### config.mk
export PLATFORM = sky130hd
export DESIGN_NAME = irq_select
export DESIGN_NICKNAME = d
export VERILOG_FILES = /design/src/rtl/irq_select_pkg.sv /design/src/rtl/irq_elig.sv /design/src/rtl/irq_lowest_first.sv /design/src/rtl/irq_cause_out.sv /design/src/rtl/irq_select.sv
export SDC_FILE = /design/constraint.sdc
export NUM_CORES = 1
export LEC_CHECK = 0
export BUFFER_PORTS_ARGS = -buffer_cell sky130_fd_sc_hd__buf_2
export CORE_ASPECT_RATIO = 1.1
export CORE_MARGIN = 5
export CORE_UTILIZATION = 33
export DETAILED_ROUTE_END_ITERATION = 7
export GPL_ROUTABILITY_DRIVEN = 0
export PLACE_DENSITY_LB_ADDON = 0.08
export REMOVE_ABC_BUFFERS = 1
export SLEW_MARGIN = 20
export SYNTH_ARGS = -nofsm -noshare
export SYNTH_HDL_FRONTEND = slang
export SYNTH_HIERARCHICAL = 1
export SYNTH_SLANG_ARGS = --single-unit
### constraint.sdc
create_clock -name vclk -period 2
set_clock_uncertainty 0.05 [all_clocks]
set_input_delay 0.3 -clock vclk [all_inputs]
set_output_delay 0.3 -clock vclk [all_outputs]
set_load 0.005 [all_outputs]
### src/rtl/irq_select_pkg.sv
package irq_select_pkg;

  typedef enum logic [1:0] {
    PRIV_U = 2'b00,
    PRIV_S = 2'b01,
    PRIV_M = 2'b11
  } priv_e;

  localparam int unsigned IRQ_SSW  = 1;
  localparam int unsigned IRQ_MSW  = 3;
  localparam int unsigned IRQ_STMR = 5;
  localparam int unsigned IRQ_MTMR = 7;
  localparam int unsigned IRQ_SEXT = 9;
  localparam int unsigned IRQ_MEXT = 11;
  localparam int unsigned IRQ_COP  = 12;

  localparam int unsigned MIN_IRQ_W = IRQ_COP + 1;

  function automatic logic [63:0] impl_mask();
    logic [63:0] m;
    m = '0;
    m[IRQ_SSW]  = 1'b1;
    m[IRQ_MSW]  = 1'b1;
    m[IRQ_STMR] = 1'b1;
    m[IRQ_MTMR] = 1'b1;
    m[IRQ_SEXT] = 1'b1;
    m[IRQ_MEXT] = 1'b1;
    m[IRQ_COP]  = 1'b1;
    return m;
  endfunction

endpackage

### src/rtl/irq_elig.sv
module irq_elig #(
  parameter int unsigned IRQ_W = 16
) (
  input  logic [IRQ_W-1:0] pend_i,
  input  logic [IRQ_W-1:0] en_i,
  input  logic [IRQ_W-1:0] deleg_i,
  input  logic [IRQ_W-1:0] impl_i,
  input  logic [1:0]       priv_i,
  input  logic             m_gie_i,
  input  logic             s_gie_i,
  output logic [IRQ_W-1:0] elig_o
);
  import irq_select_pkg::*;

  logic m_open, s_open;

  // handler level open when running below it, or at it with its global enable
  assign m_open = (priv_i != PRIV_M) || m_gie_i;
  assign s_open = (priv_i == PRIV_U) || ((priv_i == PRIV_S) && s_gie_i);

  for (genvar i = 0; i < IRQ_W; i++) begin : g_bit
    logic cand;
    assign cand      = pend_i[i] & en_i[i] & impl_i[i];
    assign elig_o[i] = cand & (deleg_i[i] ? s_open : m_open);
  end

endmodule

### src/rtl/irq_lowest_first.sv
module irq_lowest_first #(
  parameter int unsigned IRQ_W = 16,
  localparam int unsigned IDX_W = $clog2(IRQ_W)
) (
  input  logic [IRQ_W-1:0] req_i,
  output logic             any_o,
  output logic [IDX_W-1:0] idx_o
);

  always_comb begin
    idx_o = '0;
    for (int i = IRQ_W - 1; i >= 0; i--) begin
      if (req_i[i]) idx_o = IDX_W'(i);
    end
  end

  assign any_o = |req_i;

endmodule

### src/rtl/irq_cause_out.sv
module irq_cause_out #(
  parameter int unsigned XLEN    = 32,
  parameter int unsigned IDX_W   = 4,
  parameter bit          REG_OUT = 1'b0
) (
  input  logic             clk_i,
  input  logic             rst_ni,
  input  logic             any_i,
  input  logic [IDX_W-1:0] idx_i,
  output logic             take_o,
  output logic [XLEN-1:0]  cause_o
);

  logic [XLEN-1:0] cause_d;

  always_comb begin
    cause_d = '0;
    if (any_i) begin
      cause_d[IDX_W-1:0] = idx_i;
      cause_d[XLEN-1]    = 1'b1;
    end
  end

  if (REG_OUT) begin : g_reg
    always_ff @(posedge clk_i or negedge rst_ni) begin
      if (!rst_ni) begin
        take_o  <= 1'b0;
        cause_o <= '0;
      end else begin
        take_o  <= any_i;
        cause_o <= cause_d;
      end
    end
  end else begin : g_comb
    logic unused_clk_rst;
    assign unused_clk_rst = clk_i ^ rst_ni;
    assign take_o  = any_i;
    assign cause_o = cause_d;
  end

endmodule

### src/rtl/irq_select.sv
module irq_select #(
  parameter int unsigned XLEN    = 32,
  parameter int unsigned IRQ_W   = 16,
  parameter bit          REG_OUT = 1'b0
) (
  input  logic             clk_i,
  input  logic             rst_ni,
  input  logic [IRQ_W-1:0] pend_i,
  input  logic [IRQ_W-1:0] en_i,
  input  logic [IRQ_W-1:0] deleg_i,
  input  logic [1:0]       priv_i,
  input  logic             m_gie_i,
  input  logic             s_gie_i,
  output logic             take_o,
  output logic [XLEN-1:0]  cause_o
);
  import irq_select_pkg::*;

  localparam int unsigned IDX_W = $clog2(IRQ_W);
  localparam logic [63:0] IMPL_ALL = impl_mask();
  localparam logic [IRQ_W-1:0] IMPL = IMPL_ALL[IRQ_W-1:0];

  logic [IRQ_W-1:0] elig;
  logic             any;
  logic [IDX_W-1:0] idx;

  irq_elig #(.IRQ_W(IRQ_W)) u_elig (
    .pend_i  (pend_i),
    .en_i    (en_i),
    .deleg_i (deleg_i),
    .impl_i  (IMPL),
    .priv_i  (priv_i),
    .m_gie_i (m_gie_i),
    .s_gie_i (s_gie_i),
    .elig_o  (elig)
  );

  irq_lowest_first #(.IRQ_W(IRQ_W)) u_pick (
    .req_i (elig),
    .any_o (any),
    .idx_o (idx)
  );

  irq_cause_out #(.XLEN(XLEN), .IDX_W(IDX_W), .REG_OUT(REG_OUT)) u_out (
    .clk_i   (clk_i),
    .rst_ni  (rst_ni),
    .any_i   (any),
    .idx_i   (idx),
    .take_o  (take_o),
    .cause_o (cause_o)
  );

endmodule

==> run summary <==
================================================================================
Maximum number of pins on one net before global-route repair                  11
Fraction of layout instances using a drive strength above 1               54.59%
Horizontal extent of the die                                            57.12 um
Final hold violations                                                          0
Global-route track usage on met3                                          2.066%
Post-route total power                                                  258.3 uW
IO Port Bufs                                                                  58
1st-iter DRT viols                                                            12
Fraction of post-synthesis cell area in the top cell type by area         27.02%
Synth area leader                                                          buf_4
Post-route clock period utilization                                       115.0%
DIE AREA                                                            0.003531 mm^2
Total grt overflow                                                             0
Average routed wire per standard cell                                   9.956 um
Relative contribution of sequential cells to total power                      0%
Area growth from synthesis to layout                                      59.01%
Share of the yosys chip area belonging to registers                           0%
Unrepaired setup endpoints after global routing                             true
Synth Cell Area                                                       805.8 um^2
First-pass GRT wire length                                               3650 um
Violated checks                                                     setup timing
Number of clock-tree buffers in the layout                                     0
Number of global-route vias before repair                                    950
Core area                                                           0.002297 mm^2
Part of the total power dissipated in combinational logic                 100.0%
Hold path startpoint                                                  deleg_i[9]
Critical Path Sink Type                                             primary output
Overall Global Routing Usage                                              12.19%
Lkg Pwr                                                             0.0006509 uW
Number of hold buffers added after cts                                         0
Min setup slack post-route                                            -0.3002 ns
Final critical path time including I/O delays and setup                 2.300 ns
Count of TritonRoute iterations in the first routing pass                      4
Via-per-instance ratio                                                     4.345
Final HPWL from detailed placement                                       2038 um
Routed via count                                                             982
Ratio of total power to cell area                                   201.6 mW/mm^2
GRT Max-Usage Layer                                                         met2
Number of max-slew violations in the final report                              0
Net switching power                                                     121.0 uW
Proportion of total power due to net switching                            46.83%
Share of the core filled with cells in the final layout                   55.77%
DRC errors left                                                                0
Number of antenna violations at the first check in global routing              0
Min-Delay Path Class                                                      in2out
Result of the run                                                   finished with violations
Internal power                                                          137.3 uW
Fill count                                                                   225
Effective utilization at floorplan                                        35.08%
Global routing met2 resource utilization                                  24.80%
Maximum clock frequency                                               0.4347 GHz
Crit path max fanout                                                           6
Register area                                                             0 um^2
Syn Inst Count                                                               107
Ordered list of cells on the worst path                             buf_6, nand3b_4, buf_12, o2111ai_4, a21oi_2, nor4_2, nand3_1, or3_4, and2_1, buf_2
Number of distinct library cells after synthesis                              26
Global-route track usage on met1                                          14.16%
Delay of the slowest cell on the worst path                              0.37 ns
Vertical die dimension                                                  61.83 um
Syn_area_per_cell                                                     7.531 um^2
Antenna diode instance count                                                   0
Clock Power Share                                                             0%
Synth area leaders                                                  buf_4 (27%), o2111ai_2 (19%), a21oi_2 (11%)
Slowest stage cell on the critical path                                    or3_4
Setup Viol. Count Final                                                        6
I/O pin total                                                                 87
Standard-cell row count                                                       18
Nets                                                                         252
Antenna-violating nets left                                                    0
Start-to-end type of the worst setup path                                 in2out
Drt total wl                                                             2250 um
Critical path required time                                              1.65 ns
Max-capacitance violation count                                                0
CP Launch Point                                                          m_gie_i
Data arrival time at the worst-slack endpoint                            1.95 ns
Worst vdd rail ir drop                                                 0.1209 mV
Num sequential                                                                 0
Number of warning messages in the yosys log                                    6
Crit path launch type                                               primary input
================================================================================
## cell type report
| cell class | count | area [um^2] | area share [%] |
|---|---|---|---|
| timing repair buffer | 80 | 505.5 | 39.45 |
| multi-input combinational | 112 | 723.2 | 56.45 |
| tap | 30 | 37.54 | 2.930 |
| inverter | 4 | 15.01 | 1.172 |
## cell usage in the layout (no fill, tap or decap), types with 2 or more instances in the layout
master | Yosys | final
a21oi_1 | 9 | 8
buf_12 | 0 | 3
inv_1 | 4 | 4
o2111ai_2 | 10 | 9
buf_6 | 2 | 2
a31oi_1 | 2 | 2
buf_2 | 0 | 56
conb_1 | 3 | 43
nor2_1 | 7 | 6
nand3_1 | 2 | 2
o21ai_0 | 2 | 2
and2_1 | 4 | 4
nor2_2 | 1 | 2
a21oi_2 | 10 | 11
nand2_1 | 5 | 5
o2111ai_1 | 6 | 6
buf_4 | 29 | 19
## repair_timing
item	CTS	global route
buffers inserted	3	1
gates resized for setup	3	3
setup endpoints to repair	6	6
## cells by family (layout without fill, tap and decap cells)
family | after synthesis | after routing | synth area share, %
and+or+nand+nor | 26 | 26 | 18.48
other | 3 | 43 | 1.397
AOI/OAI and AO/OA | 43 | 43 | 48.45
buffers and inverters | 35 | 84 | 31.68
## through the flow
step	instances	TNS [ns]	hold WS (ns)	instance area, um^2	setup slack [ns]
6_report	226	-1.639	1.186	1281	-0.3002
5_1_grt	226	-2.289	1.266	1281	-0.4123
4_1_cts	225	-1.375	1.183	1252	-0.2765
3_5_place_dp	222	-1.708	1.178	1216	-0.3327
3_3_place_gp	222	-1.421	1.183	1216	-0.2808
2_1_floorplan	116	-0.5216	0.9035	715.7	-0.1304
## final timing paths
kind	to	slack [ns]	cells past startpoint
worst max-delay path	cause_o[2]	-0.30	10
worst min-delay path	cause_o[31]	1.19	6
## power groups by stage
stage	clock, uW	sequential, uW	combinational (uW)
after floorplan	0	0	106
after global placement	0	0	232
after detailed placement	0	0	236
after CTS	0	0	245
after global routing	0	0	292
final	0	0	258
## cells in the mapped netlist, drive strengths merged
library cell  count
or3               1
a21o              1
nand3b            1
nand2             5
nand3             2
o2111ai          16
a31oi             2
nor4              2
o22ai             1
o21ai             2
conb              3
and2              4
nor3              1
inv               4
o311a             1
and3              1
nand2b            1
a21oi            19
buf              31
o31ai             1
nor2              8
## worst max-delay path: cells and delay by family
| kind | cells | cell delay, ns |
|---|---|---|
| buffers and inverters | 3 | 0.37 |
| AND/OR/NAND/NOR | 5 | 1.04 |
| AO/OA/AOI/OAI | 2 | 0.23 |
## layer usage
| layer | vias up | wire length [um] |
|---|---|---|
| li1 | 510 | - |
| met1 | 423 | 839 |
| met2 | 49 | 1157 |
| met3 | 0 | 252 |
| met4 | 0 | 0 |
| met5 | - | 0 |
No activity file was read; power rests on OpenSTA's default activity.
